File: src/rtl/bpu_pkg.sv
// Package: shared types for the bus parity unit.
// Assumes: nothing beyond IEEE 1800-2017 synthesizable constructs.
package bpu_pkg;

    // Transaction tracking state: no open transaction, or one in progress.
    typedef enum logic {
        TXN_IDLE = 1'b0,
        TXN_OPEN = 1'b1
    } txn_state_e;

    // Number of parity lanes on the bus (lower and upper).
    localparam int unsigned BPU_LANES = 2;

endpackage

File: src/rtl/bpu_phase_tracker.sv
// Module: bpu_phase_tracker
// Follows the active-low bus strobes and decides at which clock edges
// parity is launched: the address phase (frame first seen low while idle
// and no parity is driven) and data-phase strobes (irdy for writes, trdy
// for reads). Latches whether the transaction asked for the upper lane.
// Assumes: strobes are already synchronous to clk; reset is synchronous.
module bpu_phase_tracker
    import bpu_pkg::*;
(
    input  logic clk,
    input  logic rst_n,
    input  logic frame_n_i,
    input  logic irdy_n_i,
    input  logic trdy_n_i,
    input  logic req64_n_i,
    input  logic wr_i,
    input  logic lanes_busy_i,
    output logic addr_evt_o,
    output logic launch_o,
    output logic wide_o,
    output logic open_o
);

    txn_state_e state_q;
    logic       wide_q;
    logic       strobe_hit;
    logic       phase_done;

    // Address phase: idle, frame low, and both parity enables released.
    always_comb begin
        addr_evt_o = (state_q == TXN_IDLE) && !frame_n_i && !lanes_busy_i;
    end

    // Data-phase launch strobe chosen by transfer direction.
    always_comb begin
        if (wr_i) begin
            strobe_hit = (state_q == TXN_OPEN) && !irdy_n_i;
        end else begin
            strobe_hit = (state_q == TXN_OPEN) && !trdy_n_i;
        end
    end

    // A data phase completes when both ready strobes are low.
    always_comb begin
        phase_done = (state_q == TXN_OPEN) && !irdy_n_i && !trdy_n_i;
    end

    // Launch and effective lane width for this edge.
    always_comb begin
        launch_o = addr_evt_o || strobe_hit;
        wide_o   = addr_evt_o ? !req64_n_i : wide_q;
        open_o   = (state_q == TXN_OPEN);
    end

    // Transaction state and 64-bit latch.
    always_ff @(posedge clk) begin
        if (!rst_n) begin
            state_q <= TXN_IDLE;
            wide_q  <= 1'b0;
        end else if (addr_evt_o) begin
            state_q <= TXN_OPEN;
            wide_q  <= !req64_n_i;
        end else if (phase_done && frame_n_i) begin
            state_q <= TXN_IDLE;
        end
    end

    // an accepted address phase always opens a transaction.
    a_r8_open_after_addr: assert property (
        @(posedge clk) disable iff (!rst_n)
        addr_evt_o |=> open_o
    );

endmodule

File: src/rtl/bpu_lane.sv
// Module: bpu_lane
// One parity lane. Computes even parity over its slice of address/data
// and command/byte-enable bits. In driving mode it registers the parity
// and its enable for the cycle after a launch. In receiving mode it
// stores the expected parity and compares it with the incoming bit one
// edge later, giving a one-cycle error pulse on mismatch.
// Assumes: launch_i is already qualified for this lane.
module bpu_lane #(
    parameter int unsigned LANE_AD_W = 32,
    parameter int unsigned LANE_BE_W = 4
) (
    input  logic                 clk,
    input  logic                 rst_n,
    input  logic [LANE_AD_W-1:0] ad_i,
    input  logic [LANE_BE_W-1:0] be_i,
    input  logic                 launch_i,
    input  logic                 drive_i,
    input  logic                 par_i,
    output logic                 par_o,
    output logic                 oe_o,
    output logic                 err_o
);

    localparam int unsigned SLICE_W = LANE_AD_W + LANE_BE_W;

    logic [SLICE_W-1:0] slice;
    logic               even_bit;
    logic               par_q;
    logic               oe_q;
    logic               exp_q;
    logic               pend_q;
    logic               err_q;

    // Gather the lane's covered bits and reduce them to one parity bit.
    always_comb begin
        slice    = {be_i, ad_i};
        even_bit = ^slice;
    end

    // Driving path: parity value and enable for the cycle after launch.
    always_ff @(posedge clk) begin
        if (!rst_n) begin
            par_q <= 1'b0;
            oe_q  <= 1'b0;
        end else begin
            oe_q <= launch_i && drive_i;
            if (launch_i && drive_i) begin
                par_q <= even_bit;
            end
        end
    end

    // Receiving path: hold expected parity, compare one edge later.
    always_ff @(posedge clk) begin
        if (!rst_n) begin
            exp_q  <= 1'b0;
            pend_q <= 1'b0;
            err_q  <= 1'b0;
        end else begin
            pend_q <= launch_i && !drive_i;
            if (launch_i && !drive_i) begin
                exp_q <= even_bit;
            end
            err_q <= pend_q && (par_i != exp_q);
        end
    end

    // Output assignments.
    always_comb begin
        par_o = par_q;
        oe_o  = oe_q;
        err_o = err_q;
    end

    // a driven parity bit makes the previous-cycle slice even.
    a_r1_r2_driven_even: assert property (
        @(posedge clk) disable iff (!rst_n)
        oe_o |-> (par_o == $past(^{be_i, ad_i}))
    );

    // an error pulse only follows a receive-mode launch two edges back.
    a_r9_err_after_rx_launch: assert property (
        @(posedge clk) disable iff (!rst_n)
        err_o |-> $past(launch_i && !drive_i, 2)
    );

endmodule

File: src/rtl/bus_parity_unit.sv
// Module: bus_parity_unit (top)
// Parity generator/checker for a 64-bit multiplexed bus split into two
// lanes. The phase tracker picks launch edges; one bpu_lane per lane
// drives or checks parity one clock later. The upper lane launches only
// when the transaction requested 64-bit transfers.
// Assumes: pad tri-state control sits outside; enables feed it directly.
module bus_parity_unit
    import bpu_pkg::*;
#(
    parameter int unsigned LANE_AD_W = 32,
    parameter int unsigned LANE_BE_W = 4
) (
    input  logic                            clk,
    input  logic                            rst_n,
    input  logic [BPU_LANES*LANE_AD_W-1:0]  ad_i,
    input  logic [BPU_LANES*LANE_BE_W-1:0]  cbe_i,
    input  logic                            frame_n_i,
    input  logic                            irdy_n_i,
    input  logic                            trdy_n_i,
    input  logic                            req64_n_i,
    input  logic                            drive_i,
    input  logic                            wr_i,
    input  logic                            par_lo_i,
    input  logic                            par_hi_i,
    output logic                            par_lo_o,
    output logic                            par_hi_o,
    output logic                            par_lo_oe_o,
    output logic                            par_hi_oe_o,
    output logic                            err_lo_o,
    output logic                            err_hi_o
);

    localparam int unsigned LANES = BPU_LANES;

    logic             addr_evt;
    logic             launch;
    logic             wide;
    logic             txn_open;
    logic             lanes_busy;
    logic [LANES-1:0] lane_launch;
    logic [LANES-1:0] lane_par_in;
    logic [LANES-1:0] lane_par;
    logic [LANES-1:0] lane_oe;
    logic [LANES-1:0] lane_err;

    // Any driven enable blocks recognition of a new address phase.
    always_comb begin
        lanes_busy = |lane_oe;
    end

    // Incoming parity pins gathered per lane.
    always_comb begin
        lane_par_in = {par_hi_i, par_lo_i};
    end

    bpu_phase_tracker u_tracker (
        .clk          (clk),
        .rst_n        (rst_n),
        .frame_n_i    (frame_n_i),
        .irdy_n_i     (irdy_n_i),
        .trdy_n_i     (trdy_n_i),
        .req64_n_i    (req64_n_i),
        .wr_i         (wr_i),
        .lanes_busy_i (lanes_busy),
        .addr_evt_o   (addr_evt),
        .launch_o     (launch),
        .wide_o       (wide),
        .open_o       (txn_open)
    );

    // One lane per slice; lanes above the lowest need a 64-bit request.
    for (genvar g = 0; g < LANES; g++) begin : g_lane
        if (g == 0) begin : g_base
            always_comb lane_launch[g] = launch;
        end else begin : g_ext
            always_comb lane_launch[g] = launch && wide;
        end

        bpu_lane #(
            .LANE_AD_W (LANE_AD_W),
            .LANE_BE_W (LANE_BE_W)
        ) u_lane (
            .clk      (clk),
            .rst_n    (rst_n),
            .ad_i     (ad_i[g*LANE_AD_W +: LANE_AD_W]),
            .be_i     (cbe_i[g*LANE_BE_W +: LANE_BE_W]),
            .launch_i (lane_launch[g]),
            .drive_i  (drive_i),
            .par_i    (lane_par_in[g]),
            .par_o    (lane_par[g]),
            .oe_o     (lane_oe[g]),
            .err_o    (lane_err[g])
        );
    end

    // Lane outputs mapped to named pins.
    always_comb begin
        par_lo_o    = lane_par[0];
        par_hi_o    = lane_par[1];
        par_lo_oe_o = lane_oe[0];
        par_hi_oe_o = lane_oe[1];
        err_lo_o    = lane_err[0];
        err_hi_o    = lane_err[1];
    end

    // an address phase is never accepted while a parity bit is driven.
    a_r11_no_addr_while_driving: assert property (
        @(posedge clk) disable iff (!rst_n)
        addr_evt |-> !(par_lo_oe_o || par_hi_oe_o)
    );

    // the upper lane is never driven without the lower lane.
    a_r4_hi_oe_needs_lo_oe: assert property (
        @(posedge clk) disable iff (!rst_n)
        par_hi_oe_o |-> par_lo_oe_o
    );

    // a launch outside an address phase needs an open transaction.
    a_r8_launch_needs_txn: assert property (
        @(posedge clk) disable iff (!rst_n)
        (launch && !addr_evt) |-> txn_open
    );

endmodule

File: config.mk
export PLATFORM = sky130hd
export DESIGN_NAME = bus_parity_unit
export DESIGN_NICKNAME = d
export VERILOG_FILES = /design/src/rtl/bpu_pkg.sv /design/src/rtl/bpu_phase_tracker.sv /design/src/rtl/bpu_lane.sv /design/src/rtl/bus_parity_unit.sv
export SDC_FILE = /design/constraint.sdc
export NUM_CORES = 1
export LEC_CHECK = 0
export ABC_AREA = 1
export ABC_CLOCK_PERIOD_IN_PS = 1700
export BUFFER_PORTS_ARGS = -buffer_cell sky130_fd_sc_hd__buf_2
export CORE_ASPECT_RATIO = 1.1
export CORE_MARGIN = 5
export CORE_UTILIZATION = 50
export DETAILED_ROUTE_END_ITERATION = 10
export MAX_ROUTING_LAYER = met4
export PLACE_DENSITY = 0.85
export SLEW_MARGIN = 20
export SYNTH_ARGS = -nofsm -noshare
export SYNTH_HDL_FRONTEND = slang
export SYNTH_SLANG_ARGS = --single-unit
File: constraint.sdc
create_clock -name clk -period 1.7 [get_ports clk]
set_input_delay 0.17 -clock clk [delete_from_list [all_inputs] [get_ports clk]]
set_output_delay 0.17 -clock clk [all_outputs]
set_load 0.01 [all_outputs]
==> impl_metrics.ini <==
[run_status]
outcome = completed

[global_routing]
grt_overflow = 0
grt_pass1_vias = 2595
grt_pass1_wl_mm = 9.21
grt_use_met3 = 0.0125
busiest_layer = met2
grt_use_met2 = 0.366
antenna_found_initial = 0
grt_usage = 0.188
grt_max_degree = 11
gr-usage-met1 = 0.202

[power_and_ir_drop]
intPower_uw = 726
irDropWorstVdd_mv = 0.190
power.leakage_uw = 0.00208
switchingPower_uw = 525
pwr-share-seq = 0.252
swShare = 0.420
p_comb_frac = 0.549
power-per-cell-area_nw_per_um2 = 451
clock_power_share = 0.199

[sta]
max-slew-margin-rel = 0.790
period_share = 0.818
timing.fmax_mhz = 720
fin_skew_ns = 0.00168
period_minus_slack_ns = 1.39
rsz0062_at_grt = no
fin_setup_tns_ns = 0
setup_viol_count_final = 0
slew_violations = 0
worst-slew-pin-transition_ns = 0.313
finalHoldViolations = 0

[critical_path]
crit_type = reg2reg
worstSetupEndpointType = register
critPathArrivalTime_ns = 1.53
rrSetupSlack_ns = 0.31
cp-start-kind = register
required_ns = 1.84
worstPathMaxFanout = 5

[logic_synthesis]
synth_top_family_by_area = simple AND/OR/NAND/NOR gates
yosys-top-cells-area = nand2_1 60%, inv_1 13%, dfxtp_1 11%
syn-instance-count = 512
yosys_warnings = 0
synth-compound-area-share = 0.0230
netlist.area_leader.share = 0.604
ys_ff_latch = 12
syn-num-nets = 594
ys_types = 17
synthAdderAreaFrac = 0
synth_seq_area_share = 0.108
synth-simple-area-share = 0.698
synth.avg_cell_area_um2 = 4.36
synth.area.mux_share = 0
yosys.area.top_type = nand2_1
synth_area_um2 = 2230
synth-xor-area-share = 0.0236

[clocking]
cts-root-buf = clkbuf_8
cts_tree = done
clock_path_buffers = 2
cts_buffers = 3
htreeDepth = 1
cts_hold_buf = 0
cts-resized-gates = 0
clk_latency_ns = 0.23
path_clk_slew_ns = 0.05
cts.sinks = 12
post_cts_buffers = 0

[worst_hold_path]
hp-class = in2reg

[routing]
finalWirelength_mm = 5.28
wl_per_cell_um = 8.05
drc = 0
drt_iter0_markers = 74
via_count = 2985
ant_nets = 0
firstDrtPassIters = 5
avgViaCountPerCell = 4.55

[floorplanning]
dieArea_um2 = 5900
core-area_um2 = 4320
die_w_um = 73.7
start_util = 0.517
io_pins = 88
rows = 25
die_height_um = 80.1

[place]
gp_congestion = 0.828
port_buffers = 87
hpwl_mm = 4.79
dpl.cell_count = 653

[job]
drv_cap = 0

[final_layout]
layout-drive-gt1-share = 0.183
nets = 686
diodes = 0
layoutNonFillerInstCount = 656
syn_to_final_growth_pct = 24.4
final_common_cell = nand2_1
layout_common_cells = 359 x nand2_1, 87 x buf_2, 80 x inv_1, 13 x nor2_1
-- power by group through the flow --
stage,clock [uW],sequential [uW],combinational (uW)
3_5_place_dp,0,321,687
4_1_cts,254,315,691
6_report,248,315,687
3_3_place_gp,0,320,651
5_1_grt,271,317,808
2_1_floorplan,0,322,469
-- cell families after synthesis --
family          after synthesis
compound gates                8
xor+xnor                      6
buf+inv                      88
flops                        12
simple gates                398
-- sequential cells by signal, summed over array words and instances, names as in the netlist --
signal / flops
g_lane.u_lane.err_o: 2
g_lane.u_lane.exp_q: 2
g_lane.u_lane.oe_o: 2
g_lane.u_lane.par_o: 2
g_lane.u_lane.pend_q: 2
u_tracker.open_o: 1
u_tracker.wide_q: 1
-- per-stage QoR --
step / total power [uW] / hold WS (ns) / setup slack, ns / area (um2) / utilization
final: 1250 / 0.126 / 0.310 / 2780 / 0.643
after floorplan: 792 / 0.264 / 0.450 / 2230 / -
after global routing: 1400 / 0.125 / 0.0987 / 2780 / 0.643
after CTS: 1260 / 0.122 / 0.279 / 2780 / 0.643
after detailed placement: 1010 / 0.368 / 0.306 / 2730 / 0.633
after global placement: 970 / 0.364 / 0.366 / 2730 / 0.633
-- Yosys cell counts --
library cell and number:
inv_2 7, nor2_1 13, nand2_2 7, nor3_1 2, dfxtp_1 12, nand2_1 359, nor4_4 1, xor2_1 4
o21ai_2 1, a21oi_1 3, xnor2_1 2, o21ai_0 1, inv_1 80, clkinv_1 1, o211ai_1 3, nand3_1 12
nor2_2 4
-- per-layer routing --
layer,vias to the layer above,routed length (um)
met4,0,76
met3,9,252
met5,-,0
met1,1257,2150
met2,56,2800
li1,1663,-
-- layout make-up --
class	instances	area (um2)
clock buffer	3	41.3
fill	441	1540
inverter	88	330
multi-input combinational	412	1660
sequential	12	240
tap	54	67.6
timing repair buffer	87	435
-- worst max-delay path: stages, from the launching register on --
cell,delay (ns)
dfxtp_1,0.34
nor4_4,0.37
nand2_1,0.11
o21ai_2,0.14
nor2_2,0.08
nor2_1,0.11
nor2_1,0.05
nand2_1,0.06
inv_1,0.03
-- worst paths after layout --
check,startpoint,end,cells past startpoint
worst max-delay path,u_tracker.open_o$_SDFFE_PN0P_,g_lane[1].u_lane.par_o$_SDFFE_PN0P_,8
worst min-delay path,par_lo_i,g_lane[0].u_lane.err_o$_SDFF_PN0_,2
worst max register to register,u_tracker.open_o$_SDFFE_PN0P_,g_lane[1].u_lane.par_o$_SDFFE_PN0P_,8
worst min register to register,g_lane[0].u_lane.exp_q$_SDFFE_PN0P_,g_lane[0].u_lane.err_o$_SDFF_PN0_,1
(Power assumes the default switching activity.)
